[src/rtl/raster_pkg.sv]
package raster_pkg;

    localparam int MARK_COUNT = 4;

    typedef enum logic [1:0] {
        MK_BLANK    = 2'd0,
        MK_SYNC_ON  = 2'd1,
        MK_SYNC_OFF = 2'd2,
        MK_WRAP     = 2'd3
    } mark_e;

    typedef struct packed {
        logic active;
        logic sync;
    } axis_flags_t;

    // Advance a Fibonacci shift register of the given width by a number of steps.
    function automatic logic [31:0] lfsr_jump(
        input logic [31:0] seed,
        input logic [31:0] taps,
        input int          width,
        input int          steps
    );
        logic [31:0] s;
        logic [31:0] wmask;
        logic        fb;
        wmask = (32'd1 << width) - 32'd1;
        s     = seed & wmask;
        for (int i = 0; i < steps; i++) begin
            fb = ^(s & taps);
            s  = ((s << 1) | {31'd0, fb}) & wmask;
        end
        return s;
    endfunction

    function automatic int mark_steps(
        input int k,
        input int active_len,
        input int sync_begin,
        input int sync_end,
        input int total_len
    );
        if (k == int'(MK_BLANK))        return active_len - 1;
        else if (k == int'(MK_SYNC_ON)) return sync_begin - 1;
        else if (k == int'(MK_SYNC_OFF)) return sync_end - 1;
        else                             return total_len - 1;
    endfunction

endpackage

[src/rtl/raster_axis.sv]
module raster_axis
    import raster_pkg::*;
#(
    parameter int               WIDTH      = 9,
    parameter logic [WIDTH-1:0] TAPS       = 9'h110,
    parameter logic [WIDTH-1:0] SEED       = 9'h001,
    parameter int               ACTIVE_LEN = 288,
    parameter int               SYNC_BEGIN = 308,
    parameter int               SYNC_END   = 353,
    parameter int               TOTAL_LEN  = 381
) (
    input  logic        clk,
    input  logic        rst,
    input  logic        adv,
    output logic        wrap_o,
    output axis_flags_t flags_o
);

    logic [WIDTH-1:0]      state_q;
    logic [MARK_COUNT-1:0] hit;
    axis_flags_t           flags_q;

    // One equality comparator per timing mark against a precomputed LFSR state
    for (genvar k = 0; k < MARK_COUNT; k++) begin : g_mark
        localparam int          STEPS = mark_steps(k, ACTIVE_LEN, SYNC_BEGIN, SYNC_END, TOTAL_LEN);
        localparam logic [31:0] FULL  = lfsr_jump(32'(SEED), 32'(TAPS), WIDTH, STEPS);
        localparam logic [WIDTH-1:0] PAT = FULL[WIDTH-1:0];
        assign hit[k] = (state_q == PAT);
    end

    always_ff @(posedge clk) begin
        if (rst) begin
            state_q <= SEED;
        end else if (adv) begin
            if (hit[MK_WRAP]) state_q <= SEED;
            else              state_q <= {state_q[WIDTH-2:0], ^(state_q & TAPS)};
        end
    end

    always_ff @(posedge clk) begin
        if (rst) begin
            flags_q.active <= 1'b1;
            flags_q.sync   <= 1'b0;
        end else if (adv) begin
            if (hit[MK_BLANK])    flags_q.active <= 1'b0;
            if (hit[MK_WRAP])     flags_q.active <= 1'b1;
            if (hit[MK_SYNC_ON])  flags_q.sync   <= 1'b1;
            if (hit[MK_SYNC_OFF]) flags_q.sync   <= 1'b0;
        end
    end

    assign wrap_o  = adv & hit[MK_WRAP];
    assign flags_o = flags_q;

    initial a_len_fits_r4: assert (TOTAL_LEN < (1 << WIDTH) && SYNC_END < TOTAL_LEN
                                   && ACTIVE_LEN <= SYNC_BEGIN && SYNC_BEGIN < SYNC_END);

    p_state_nonzero_r4: assert property (@(posedge clk) disable iff (rst)
        state_q != '0);

    p_wrap_reload_r4: assert property (@(posedge clk) disable iff (rst)
        wrap_o |=> state_q == SEED);

    p_active_from_origin_r2: assert property (@(posedge clk) disable iff (rst)
        $rose(flags_q.active) |-> state_q == SEED);

    p_sync_while_blank_r3: assert property (@(posedge clk) disable iff (rst)
        flags_q.sync |-> !flags_q.active);

    p_hold_without_adv_r5: assert property (@(posedge clk) disable iff (rst)
        !adv |=> $stable(state_q) && $stable(flags_q));

endmodule

[src/rtl/raster_sync_gen.sv]
module raster_sync_gen
    import raster_pkg::*;
#(
    parameter int                 H_WIDTH      = 9,
    parameter logic [H_WIDTH-1:0] H_TAPS       = 9'h110,
    parameter logic [H_WIDTH-1:0] H_SEED       = 9'h001,
    parameter int                 H_ACTIVE     = 288,
    parameter int                 H_SYNC_START = 308,
    parameter int                 H_SYNC_END   = 353,
    parameter int                 H_TOTAL      = 381,
    parameter int                 V_WIDTH      = 10,
    parameter logic [V_WIDTH-1:0] V_TAPS       = 10'h240,
    parameter logic [V_WIDTH-1:0] V_SEED       = 10'h001,
    parameter int                 V_ACTIVE     = 455,
    parameter int                 V_SYNC_START = 486,
    parameter int                 V_SYNC_END   = 488,
    parameter int                 V_TOTAL      = 528
) (
    input  logic clk,
    input  logic rst,
    output logic hsync,
    output logic vsync,
    output logic h_active,
    output logic v_active,
    output logic video_on,
    output logic frame_start
);

    axis_flags_t h_flags;
    axis_flags_t v_flags;
    logic        h_wrap;
    logic        v_wrap;
    logic        frame_q;

    raster_axis #(
        .WIDTH(H_WIDTH), .TAPS(H_TAPS), .SEED(H_SEED),
        .ACTIVE_LEN(H_ACTIVE), .SYNC_BEGIN(H_SYNC_START),
        .SYNC_END(H_SYNC_END), .TOTAL_LEN(H_TOTAL)
    ) u_h (
        .clk(clk), .rst(rst), .adv(1'b1),
        .wrap_o(h_wrap), .flags_o(h_flags)
    );

    raster_axis #(
        .WIDTH(V_WIDTH), .TAPS(V_TAPS), .SEED(V_SEED),
        .ACTIVE_LEN(V_ACTIVE), .SYNC_BEGIN(V_SYNC_START),
        .SYNC_END(V_SYNC_END), .TOTAL_LEN(V_TOTAL)
    ) u_v (
        .clk(clk), .rst(rst), .adv(h_wrap),
        .wrap_o(v_wrap), .flags_o(v_flags)
    );

    always_ff @(posedge clk) begin
        if (rst) frame_q <= 1'b0;
        else     frame_q <= h_wrap & v_wrap;
    end

    assign hsync       = h_flags.sync;
    assign vsync       = v_flags.sync;
    assign h_active    = h_flags.active;
    assign v_active    = v_flags.active;
    assign video_on    = h_flags.active & v_flags.active;
    assign frame_start = frame_q;

    p_reset_origin_r1: assert property (@(posedge clk) disable iff (rst)
        $fell(rst) |-> h_active && v_active && !hsync && !vsync && !frame_start);

    p_frame_single_r7: assert property (@(posedge clk) disable iff (rst)
        frame_start |=> !frame_start);

    p_frame_at_origin_r7: assert property (@(posedge clk) disable iff (rst)
        frame_start |-> h_active && v_active && !hsync && !vsync);

    p_vsync_blank_r6: assert property (@(posedge clk) disable iff (rst)
        vsync |-> !v_active);

    p_line_wrap_enables_r4: assert property (@(posedge clk) disable iff (rst)
        $rose(v_active) |-> $rose(h_active));

endmodule

[config.mk]
export PLATFORM = sky130hd
export DESIGN_NAME = raster_sync_gen
export DESIGN_NICKNAME = d
export VERILOG_FILES = /design/src/rtl/raster_pkg.sv /design/src/rtl/raster_axis.sv /design/src/rtl/raster_sync_gen.sv
export SDC_FILE = /design/constraint.sdc
export NUM_CORES = 1
export LEC_CHECK = 0
export CORE_MARGIN = 10
export CORE_UTILIZATION = 55
export CTS_BUF_LIST = sky130_fd_sc_hd__clkbuf_8
export CTS_CLUSTER_DIAMETER = 30
export DETAILED_ROUTE_END_ITERATION = 8
export PLACE_DENSITY = 0.76
export SLEW_MARGIN = 5
export SYNTH_ARGS = -nofsm -noshare
export SYNTH_HDL_FRONTEND = slang
export SYNTH_SLANG_ARGS = --single-unit
[constraint.sdc]
create_clock -name clk -period 4.3 [get_ports clk]
set_input_delay 0.645 -clock clk [delete_from_list [all_inputs] [get_ports clk]]
set_output_delay 0.645 -clock clk [all_outputs]
set_load 0.01 [all_outputs]
# Word level (Yosys, flattened, before mapping)
# Cells that the tools add are included.
# totals
reg_bits	24
elab_cells	31
out_inout_bits	6
# classes
reduce_logical	8
bitwise	3
mux	5
eq_ne	8
# ops
operator	count
$eq 10x10->1 const B	3
$eq 9x8->1 const B	2
$eq 9x9->1 const B	2
$eq 10x9->1 const B	1
$mux 10	1
$reduce_xor 10->1	1
$reduce_xor 9->1	1
$mux 1	4
$reduce_and 2->1	2
$reduce_bool 2->1	2
$reduce_or 2->1	2
$and 1x1->1	3

# Longest topological paths before layout
# depth
depth_word	3
ltp_mapped	5
ltp_nobuf	4

# Cells and area by module
# From an unflattened synthesis, not the netlist that was laid out.
# unflattened
hier_cells	107
area_unflattened_um2	1104.8
# modules_own_cells
mod	seq_area_each_um2	n_inst	area_each_um2	cells_each
raster_axis at u_v	240.2	1	566.8	53
raster_axis at u_h	220.2	1	499.2	50
raster_sync_gen	20.0	1	38.8	4

# Least setup slack after synthesis
# Ideal clock, no wire load.
# synth_timing
kind	register to register
from	register u_v.state_q[1]
to	register u_v.state_q[8]
required_time_ns	4.183
arrival_time_ns	1.324
path_buffers	0
path_slack_ns	2.859
stages_incl_launch_ff	5
setup_time_ns	0.117
synth_period_minus_slack_ns	1.441
cell_sequence	dfxtp_1 -> or4b_4 -> nor3_4 -> nor3b_4 -> a22o_1
# synth_between
elab_chain_cells	2
# synth_lines
element	line	text
start: declaration	raster_axis.sv:19	logic [WIDTH-1:0] state_q;
start signal: assignment	raster_axis.sv:36	else state_q <= {state_q[WIDTH-2:0], ^(state_q & TAPS)};
$eq 10x10->1	raster_axis.sv:28	assign hit[k] = (state_q == PAT);
$mux 10	raster_axis.sv:35	if (hit[MK_WRAP]) state_q <= SEED;
# Every way passes these cells.
# A chain may end at the register's enable or synchronous reset.

==> metrics.txt <==
status completed; overall die width 61.3 um; Die ar. 3760 um^2; min cycle time layout 1.99 ns; wl on met1 737 um; dpl cells 106; sequential fraction of the synthesis area 51.1%; wire length of the first global-routing pass 2.75 mm; Critical Path AT 2.19 ns; DRT antenna net count 0; RSZ-0062 raised after global routing no; Die H 61.3 um; met3 routed WL 65 um; Initial Utilization 60.3%; cells after synthesis 86; Wirelength per Cell 14.3 um; hold_sp u_h.flags_o[1]$_SDFFE_PP1N_; Final Non-Filler Cells 110; clock latency on the worst-skew pair 0.26 ns; Setup Fix Bufs, Post-CTS 0; # DRC 0; CP Max Fanout 15; skew final 0.00564 ns; max incr delay on CP 0.66 ns; diode count 0; power share of the sequential group 53.5%; end point of the critical path u_v.state_q[1]$_SDFFE_PP0P_; Initial DRC Count 16; P&R area growth vs syn 14.8%; Clock power frac 45.1%; combinational power share 1.4%; post-route clock period utilization 46.2%; CTS Buffer Depth 2; Switching Power 72.2 uW; Net Sw Frac 17.1%; PortBufs 7; P per Cell Area 392 nW/um^2; share of cells above drive strength 1 9.57%; startpoint types input port; CP startpoint rst; Cell Rows 14; Post-DP HPWL 1.19 mm; H-tree depth 1; Ports 8; synth unique cells 28; Synth Register Bits 24; largest area contributor in the netlist dfxtp_1; CTS tree yes; DR top layer met4; core area 1560 um^2; setup TNS 0 ns; syn_nets 88; root buffer cell clkbuf_8; CTS Sinks 24; kind of end point of the critical path register; CTS resizes 0; Hold Crit Class reg -> reg; Int Pwr 351 uW; average instance area after synthesis 10.9 um^2; Reg2Reg Depth 4; met2 WL 721 um; Max Freq 504 MHz; Slew Limit Fails 0; Peak supply drop 0.265 mV; GRT overflow 0; via count 639; # nets final 97; WP buf/inv 1; initial antenna violation count 0; static leakage 0.376 nW; 1st-pass router iterations 4; Max Cap Viol 0; gr usage total 9.60%; Synth top area share 51.1%; CP top delay family simple AND/OR/NAND/NOR gates; Via density 5.81; CP Class in -> reg; vias in the first global route 618; final setup fails 0; WP depth 3; R2R Setup Slk 2.33 ns; largest net degree at the start of global routing 16; YS warnings 0; clock-pin slew on the worst setup and hold paths 0.08 ns; worst path cell trace clkdlybuf4s50_1 -> nor2_1 -> a22o_1; Critical Path Slowest Stage Cell nor2_1; dominant cells by area after synthesis dfxtp_1 (51%), a22o_1 (6.5%), and2_1 (6.0%); Hold Violations, Final 0; CTS Buf Count 3; Worst EP required 4.50 ns; Least-Margin Pin Slew 0.717 ns; RR Endpoint u_v.state_q[1]$_SDFFE_PP0P_; GPL Wtd Cong 0.870; Post-Syn Area 940 um^2; Post-Route WL 1.58 mm; R2R Path Start u_h.state_q[4]$_SDFF_PP0_; Max-Slew Margin vs Limit 52.0%; # hold bufs at CTS 0
## power by group through the flow
stage	Combinational [mW]	Clock, mW	Sequential (mW)
6_report	0.00597	0.191	0.226
2_1_floorplan	0.00498	0	0.231
3_3_place_gp	0.00590	0	0.231
3_5_place_dp	0.00615	0	0.231
5_1_grt	0.00679	0.203	0.227
4_1_cts	0.00604	0.194	0.226
## Yosys cell counts
library cell  number
nor3_4             1
nor4_1             3
a311oi_1           1
nor3b_4            1
xnor2_1            1
a21oi_1            2
nor2_1             5
nand4_1            2
a211o_1            1
mux2i_1            3
nand2b_1           4
and2_1             9
nor4b_1            1
nor3_1             3
or4b_4             1
clkbuf_4           1
a221o_1            1
clkbuf_1           1
nand2_1            3
buf_6              1
dfxtp_1           24
nor3_2             2
nand3_1            1
inv_1              1
nand4b_1           3
and4b_1            2
a22o_1             7
xor2_1             1
## registers in the layout, summed over array words and instances (netlist names)
register,cells
frame_start,1
u_h.flags_o,2
u_v.flags_o,2
u_v.state_q,10
u_h.state_q,9
## layout by cell type (no fill, tap or decap), types with 2 or more instances in the layout
master,Yosys,final
a21oi_1,2,2
a22o_1,7,7
and2_1,9,9
and4b_1,2,2
clkbuf_8,0,3
clkdlybuf4s50_1,0,7
dfxtp_1,24,24
mux2i_1,3,3
nand2_1,3,3
nand2b_1,4,4
nand4_1,2,2
nand4b_1,3,3
nor2_1,5,5
nor3_1,3,3
nor3_2,2,2
nor4_1,3,3
## routing by layer
layer | vias up | GRT usage [%]
met5 | - | 0
met4 | 0 | 5.73
met3 | 7 | 2.26
met2 | 14 | 15.2
met1 | 286 | 11.6
li1 | 332 | -
## metrics by stage
stage	setup slack [ns]	util (%)	power, mW	area [um^2]	hold slack [ns]
after floorplan	2.86	-	0.236	940	0.453
after global placement	2.07	64.6	0.237	1010	0.467
after detailed placement	2.04	64.6	0.237	1010	0.475
after CTS	2.31	69.2	0.426	1080	0.496
after global routing	2.11	69.2	0.436	1080	0.507
final	2.31	69.2	0.423	1080	0.491
## area by class of cell
| class | count | area (um^2) |
|---|---|---|
| Multi-Input combinational cell | 58 | 433 |
| Tap cell | 16 | 20.0 |
| Fill cell | 127 | 480 |
| Clock buffer | 3 | 41.3 |
| Inverter | 1 | 3.75 |
| Clock inverter | 1 | 30.0 |
| Sequential cell | 24 | 480 |
| Timing Repair Buffer | 7 | 70.1 |
## worst min path at each step
stage,slack [ns],endpoint,cells past startpoint
after floorplan,0.45,u_h.state_q[2]$_SDFF_PP0_,1
after global placement,0.47,u_h.flags_o[1]$_SDFFE_PP1N_,1
after detailed placement,0.48,u_h.state_q[2]$_SDFF_PP0_,1
after CTS,0.50,u_h.flags_o[1]$_SDFFE_PP1N_,1
after global routing,0.51,u_h.flags_o[1]$_SDFFE_PP1N_,1
final,0.49,u_h.flags_o[1]$_SDFFE_PP1N_,1
## cell families (layout without fill, tap and decap cells)
family	count (synthesis)	after routing	synth area share, %
flops	24	24	51.1
compound gates	12	12	10.5
xor+xnor	2	2	1.86
mux	3	3	3.20
simple gates	41	41	30.5
buf+inv	4	12	2.80
Power figures use the tool's default switching activity.
